==> src/rtl/cdr_pkg.sv <==
`timescale 1ns/1ps
package cdr_pkg;

    typedef enum logic [1:0] {
        PD_NONE  = 2'd0,
        PD_EARLY = 2'd1,
        PD_LATE  = 2'd2
    } pd_vote_e;

    typedef enum logic [1:0] {
        MV_HOLD = 2'd0,
        MV_UP   = 2'd1,
        MV_DOWN = 2'd2
    } move_e;

    typedef struct packed {
        logic     rec;
        pd_vote_e vote;
    } pd_result_s;

    function automatic int unsigned wrap_move(int unsigned code, move_e mv, int unsigned npos);
        case (mv)
            MV_UP:   return (code == npos - 1) ? 0 : code + 1;
            MV_DOWN: return (code == 0) ? npos - 1 : code - 1;
            default: return code;
        endcase
    endfunction

endpackage

==> src/rtl/cdr_bbpd.sv <==
`timescale 1ns/1ps
module cdr_bbpd
    import cdr_pkg::*;
(
    input  logic       clk,
    input  logic       rst,
    input  logic       data_i,
    input  logic       edge_i,
    output pd_result_s res_o
);
    logic prev_q;
    logic rec_q;

    always_ff @(posedge clk) begin
        if (rst) begin
            prev_q <= 1'b0;
            rec_q  <= 1'b0;
        end else begin
            prev_q <= data_i;
            rec_q  <= data_i;
        end
    end

    always_comb begin
        res_o.rec = rec_q;
        if (data_i == prev_q)
            res_o.vote = PD_NONE;
        else if (edge_i == prev_q)
            res_o.vote = PD_EARLY;
        else
            res_o.vote = PD_LATE;
    end
endmodule

==> src/rtl/cdr_vote_filter.sv <==
`timescale 1ns/1ps
module cdr_vote_filter
    import cdr_pkg::*;
#(
    parameter int ACC_N    = 4,
    parameter int STEP_GAP = 5
) (
    input  logic     clk,
    input  logic     rst,
    input  pd_vote_e vote_i,
    output move_e    move_o
);
    localparam int ACC_W = $clog2(ACC_N + 2) + 1;
    localparam int GAP_W = $clog2(STEP_GAP + 1);
    localparam logic signed [ACC_W-1:0] ACC_MAX = ACC_W'(ACC_N);
    localparam logic signed [ACC_W-1:0] ACC_MIN = -ACC_MAX;
    localparam logic [GAP_W-1:0] GAP_FULL = GAP_W'(STEP_GAP);

    logic signed [ACC_W-1:0] acc_q, acc_sum, acc_clip;
    logic [GAP_W-1:0]        gap_q;
    logic                    gap_ok;

    always_comb begin
        case (vote_i)
            PD_EARLY: acc_sum = acc_q + ACC_W'(1);
            PD_LATE:  acc_sum = acc_q - ACC_W'(1);
            default:  acc_sum = acc_q;
        endcase
        if (acc_sum > ACC_MAX)      acc_clip = ACC_MAX;
        else if (acc_sum < ACC_MIN) acc_clip = ACC_MIN;
        else                        acc_clip = acc_sum;

        gap_ok = (gap_q >= GAP_FULL);
        if (gap_ok && acc_clip == ACC_MAX)      move_o = MV_UP;
        else if (gap_ok && acc_clip == ACC_MIN) move_o = MV_DOWN;
        else                                    move_o = MV_HOLD;
    end

    always_ff @(posedge clk) begin
        if (rst) begin
            acc_q <= '0;
            gap_q <= GAP_FULL;
        end else if (move_o != MV_HOLD) begin
            acc_q <= '0;
            gap_q <= GAP_W'(1);
        end else begin
            acc_q <= acc_clip;
            gap_q <= gap_ok ? GAP_FULL : gap_q + GAP_W'(1);
        end
    end

    assert_acc_bound_R4: assert property (@(posedge clk) disable iff (rst)
        (acc_q <= ACC_MAX) && (acc_q >= ACC_MIN));
endmodule

==> src/rtl/cdr_phase_reg.sv <==
`timescale 1ns/1ps
module cdr_phase_reg
    import cdr_pkg::*;
#(
    parameter int NPOS   = 32,
    parameter int CODE_W = 5
) (
    input  logic              clk,
    input  logic              rst,
    input  move_e             move_i,
    output logic [CODE_W-1:0] code_o
);
    localparam logic [CODE_W-1:0] CODE_MID = CODE_W'(NPOS / 2);

    always_ff @(posedge clk) begin
        if (rst) code_o <= CODE_MID;
        else     code_o <= CODE_W'(wrap_move(32'(code_o), move_i, NPOS));
    end

    assert_code_range_R7: assert property (@(posedge clk) disable iff (rst)
        32'(code_o) < NPOS);
endmodule

==> src/rtl/cdr_lock_mon.sv <==
`timescale 1ns/1ps
module cdr_lock_mon
    import cdr_pkg::*;
#(
    parameter int WIN_UI    = 64,
    parameter int LOCK_WINS = 4
) (
    input  logic  clk,
    input  logic  rst,
    input  move_e move_i,
    output logic  locked_o
);
    localparam int WIN_W  = $clog2(WIN_UI);
    localparam int GOOD_W = $clog2(LOCK_WINS + 1);
    localparam logic [WIN_W-1:0]  WIN_LAST  = WIN_W'(WIN_UI - 1);
    localparam logic [GOOD_W-1:0] GOOD_FULL = GOOD_W'(LOCK_WINS);

    logic [WIN_W-1:0]  win_q;
    logic [GOOD_W-1:0] good_q, good_n;
    logic signed [2:0] net_q, net_n;
    logic              exceed;

    always_comb begin
        case (move_i)
            MV_UP:   net_n = net_q + 3'sd1;
            MV_DOWN: net_n = net_q - 3'sd1;
            default: net_n = net_q;
        endcase
        exceed = (net_n > 3'sd1) || (net_n < -3'sd1);
        good_n = (good_q == GOOD_FULL) ? good_q : good_q + GOOD_W'(1);
    end

    always_ff @(posedge clk) begin
        if (rst || exceed) begin
            win_q    <= '0;
            net_q    <= '0;
            good_q   <= '0;
            locked_o <= 1'b0;
        end else if (win_q == WIN_LAST) begin
            win_q  <= '0;
            net_q  <= '0;
            good_q <= good_n;
            if (good_n >= GOOD_FULL) locked_o <= 1'b1;
        end else begin
            win_q <= win_q + WIN_W'(1);
            net_q <= net_n;
        end
    end

    assert_lock_boundary_R9: assert property (@(posedge clk) disable iff (rst)
        $rose(locked_o) |-> (win_q == '0));
endmodule

==> src/rtl/cdr_track_loop.sv <==
`timescale 1ns/1ps
module cdr_track_loop
    import cdr_pkg::*;
#(
    parameter int NPOS      = 32,
    parameter int ACC_N     = 4,
    parameter int STEP_GAP  = 5,
    parameter int WIN_UI    = 64,
    parameter int LOCK_WINS = 4,
    localparam int CODE_W   = (NPOS > 1) ? $clog2(NPOS) : 1
) (
    input  logic              clk,
    input  logic              rst,
    input  logic              data_smp,
    input  logic              edge_smp,
    output logic [CODE_W-1:0] phase_code,
    output logic              rec_bit,
    output logic              locked
);
    pd_result_s pd_res;
    move_e      move;

    cdr_bbpd u_pd (
        .clk    (clk),
        .rst    (rst),
        .data_i (data_smp),
        .edge_i (edge_smp),
        .res_o  (pd_res)
    );

    cdr_vote_filter #(.ACC_N(ACC_N), .STEP_GAP(STEP_GAP)) u_filt (
        .clk    (clk),
        .rst    (rst),
        .vote_i (pd_res.vote),
        .move_o (move)
    );

    cdr_phase_reg #(.NPOS(NPOS), .CODE_W(CODE_W)) u_phase (
        .clk    (clk),
        .rst    (rst),
        .move_i (move),
        .code_o (phase_code)
    );

    cdr_lock_mon #(.WIN_UI(WIN_UI), .LOCK_WINS(LOCK_WINS)) u_lock (
        .clk      (clk),
        .rst      (rst),
        .move_i   (move),
        .locked_o (locked)
    );

    assign rec_bit = pd_res.rec;

    // Observation of the output code: last value and UIs since it last moved.
    localparam int SINCE_W = $clog2(STEP_GAP + 1);
    logic [CODE_W-1:0]  last_code_q;
    logic [SINCE_W-1:0] since_q;
    logic               code_moved;

    assign code_moved = (phase_code != last_code_q);

    always_ff @(posedge clk) begin
        last_code_q <= phase_code;
        if (rst)
            since_q <= SINCE_W'(STEP_GAP);
        else if (code_moved)
            since_q <= SINCE_W'(1);
        else if (since_q != SINCE_W'(STEP_GAP))
            since_q <= since_q + SINCE_W'(1);
    end

    assert_reset_state_R1: assert property (@(posedge clk)
        rst |=> (32'(phase_code) == NPOS / 2) && !locked);

    assert_step_spacing_R6: assert property (@(posedge clk) disable iff (rst)
        code_moved |-> (32'(since_q) >= STEP_GAP));

    assert_unit_wrap_R7: assert property (@(posedge clk) disable iff (rst)
        code_moved |-> ((32'(phase_code) == (32'(last_code_q) + 1) % NPOS) ||
                        (32'(phase_code) == (32'(last_code_q) + NPOS - 1) % NPOS)));
endmodule

==> config.mk <==
export PLATFORM = sky130hd
export DESIGN_NAME = cdr_track_loop
export DESIGN_NICKNAME = d
export VERILOG_FILES = /design/src/rtl/cdr_pkg.sv /design/src/rtl/cdr_bbpd.sv /design/src/rtl/cdr_vote_filter.sv /design/src/rtl/cdr_phase_reg.sv /design/src/rtl/cdr_lock_mon.sv /design/src/rtl/cdr_track_loop.sv
export SDC_FILE = /design/constraint.sdc
export NUM_CORES = 1
export LEC_CHECK = 0
export CORE_AREA = 2 2 66 68
export CTS_CLUSTER_DIAMETER = 150
export DETAILED_ROUTE_END_ITERATION = 16
export DIE_AREA = 0 0 68 70
export DONT_BUFFER_PORTS = 1
export GPL_TIMING_DRIVEN = 0
export HOLD_SLACK_MARGIN = 0.1
export PLACE_DENSITY = 0.69
export SETUP_SLACK_MARGIN = 0.3
export SYNTH_ARGS = -nofsm -noshare
export SYNTH_HDL_FRONTEND = slang
export SYNTH_SLANG_ARGS = --single-unit
==> constraint.sdc <==
create_clock -name clk -period 4.13 [get_ports clk]
set_clock_uncertainty 0.2 [all_clocks]
set_input_delay 0.2065 -clock clk [delete_from_list [all_inputs] [get_ports clk]]
set_output_delay 0.2065 -clock clk [all_outputs]
set_load 0.05 [all_outputs]
==> metrics.csv <==
metric;value;unit
status;finished, violations left;
violations;setup timing;
die_x;68;um
crit_arrival;4.76;ns
totalWireLength;3700;um
yosysTopAreaCell;dfxtp_1;
pwr_density_cell;643;nW/um^2
p_leak;0.829;nW
whs;0.155;ns
finalMaxSlewViolations;0;
num_rows;24;
ys.flop_type;dfxtp_1;
ios;11;
cts.path.max_buffers;2;
die_y;70;um
drt-initial-drc-count;60;
placed_area;1840;sq um
tightest_slew;0.680;ns
synth-seq-area-share;29.7;%
place_congestion;0.787;
gr-total-overflow;0;
synthArstFlopShare;0;%
path_class;reg -> reg;
cts_tree;yes;
grtUsageTotal;16.5;%
grt_max_degree;16;
dp_hpwl;2390;um
finalInstanceArea;2140;sq um
vias_per_cell;5.42;
start_util;42.2;%
critPathLaunch;u_pd.rec_q;
clk_pin_slew;0.09;ns
fin_nets;234;
cap_violations;0;
grt_pass1_vias;1448;
synth_nets;212;
yosysWarnings;0;
antenna_found_initial;0;
r2r_start;u_pd.rec_q;
wl_per_cell;13.7;um
drive_gt1_share;26.9;%
core-area;4140;sq um
clockRootBuffer;clkbuf_8;
clk_latency;0.27;ns
worstSetupStartpointType;register;
synth_top_area_share;29.7;%
timing.final.ws_setup;-0.632;ns
numPortBuffers;0;
dr.pass1.iters;4;
synth.avg_cell_area;8.84;sq um
fin_setup_tns;-7.96;ns
ys_types;58;
hold_path.class;in -> reg;
vias;1469;
period_needed;4.76;ns
areaGrowthSynthToFinish;22.1;%
postRouteAntennaNets;0;
cts_buffers;3;
clock-sinks;26;
critPathCaptureType;register;
netlist_instances;198;
die_area;4760;sq um
num-fill-cells;375;
synth_area_leaders;dfxtp_1 (30%), ha_1 (6.4%), xnor2_1 (4.5%), nor2_1 (3.2%), xor2_1 (3.0%);
netlist_area;1750;sq um
hold_viol;0;
synth_edf_count;0;
peakVddDrop;0.337;mV
synth-seq-cells;26;
min_from;rst;
fmax;0.210;GHz
path_max_fanout;5;
rsz0062_at_grt;yes;
grt_first_pass_wirelength;6240;um
slew_headroom;54.6;%
drcViolationCount;0;
critPathRequiredTime;4.13;ns
h-tree-depth;1;
fin_crit_sh;115;%
setup_viol;13;
n_antenna_cell;0;
[Yosys cell counts, drive strengths merged, types with 3 or more instances]
cell and n:
nor3b 3, o211ai 3, o21a 3, inv 13
a21oi 9, nand3b 3, nand3 8, nand2 9
xnor2 9, nor2 15, o21ai 3, ha 9
nor3 15, and3 6, xor2 6, buf 10
a31oi 3, dfxtp 26, mux2i 4
[critical path, cell delays in order, from the launching register on]
cell       delay, ns
dfxtp_4         0.42
buf_8           0.14
inv_4           0.05
nor3_2          0.03
a31o_2          0.22
xor2_1          0.16
ha_2            0.21
and4bb_2        0.26
nor4b_4         0.34
a2111oi_4       0.10
or4b_4          0.50
and3_4          0.18
buf_6           0.12
nand2_8         0.06
inv_8           0.03
fa_1            0.51
inv_2           0.07
nor2_4          0.11
mux2i_2         0.09
a21bo_2         0.21
a41oi_2         0.22
o221ai_4        0.18
buf_6           0.17
nor3_2          0.10
[final cells by class]
| class | count | area [sq um] | share of cell area (%) |
|---|---|---|---|
| buffer | 11 | 82.6 | 3.86 |
| clock buffer | 4 | 66.3 | 3.10 |
| inverter | 13 | 58.8 | 2.75 |
| multi-input combinational | 148 | 1200 | 56.1 |
| sequential | 26 | 524 | 24.5 |
| tap | 52 | 65.1 | 3.04 |
| timing repair buffer | 17 | 140 | 6.56 |
[per-stage QoR]
stage               setup slack, ns  utilization [%]  total power (W)  std cells
detailed placement           -0.758             44.5          0.00101        250
global placement             -0.725             44.5         0.000998        250
finish                       -0.632             51.6          0.00137        271
CTS                          -0.571             49.9          0.00131        267
floorplan                    -0.471                -         0.000911        198
global route                 -0.826             51.6          0.00147        271
[final timing paths]
| check | to | slack, ns | cells past startpoint |
|---|---|---|---|
| max reg2reg | u_lock.win_q[3] | -0.63 | 23 |
| min | u_pd.rec_q | 0.15 | 2 |
| max | u_lock.win_q[3] | -0.63 | 23 |
| min reg2reg | u_filt.gap_q[0] | 0.28 | 1 |
[per-layer routing]
metal	GRT usage [%]	wire (um)
met3	3.54	114
met2	28.8	1890
met4	3.56	70
met5	0	0
met1	20.2	1630
[where the power goes]
part	switching, W	leakage [nW]	internal (W)
clock	0.0000811	0.0339	0.000105
sequential	0.000156	0.213	0.000309
combinational	0.000373	0.583	0.000350
total	0.000610	0.829	0.000764
[flip-flops by register name, summed over array words and instances (netlist names)]
register	flops
u_lock.net_q	3
u_lock.win_q	6
u_lock.locked_o	1
u_filt.gap_q	3
u_pd.rec_q	1
u_filt.acc_q	4
u_phase.code_o	5
u_lock.good_q	3
[what timing repair did]
| item | in CTS | in global routing |
|---|---|---|
| cloned | 1 | 0 |
| hold buffers | 2 | 0 |
| setup endpoints to repair | 13 | 18 |
| resized for setup | 15 | 8 |
| setup buffers | 10 | 4 |
| pin swaps | 14 | 8 |
| endpoints found under the hold margin | 7 | 0 |
[cells in the final DEF (no fill, tap or decap), types with 5 or more instances in the layout]
cell and n:
a21oi_1 8, and3_1 5, buf_4 15, dfxtp_1 25, ha_1 8, inv_1 10, nand2_1 7, nand3_1 8
nor2_1 14, nor3_1 8, nor3_2 6, xnor2_1 9, xor2_1 6
[cell families after synthesis]
family	share of synthesized area [%]
AO/OA/AOI/OAI	18.2
XOR/XNOR	7.51
adder cells (fa/ha/maj)	7.58
buffers and inverters	7.08
flip-flops	29.7
multiplexers	2.29
AND/OR/NAND/NOR	27.7
(Power assumes the default switching activity.)
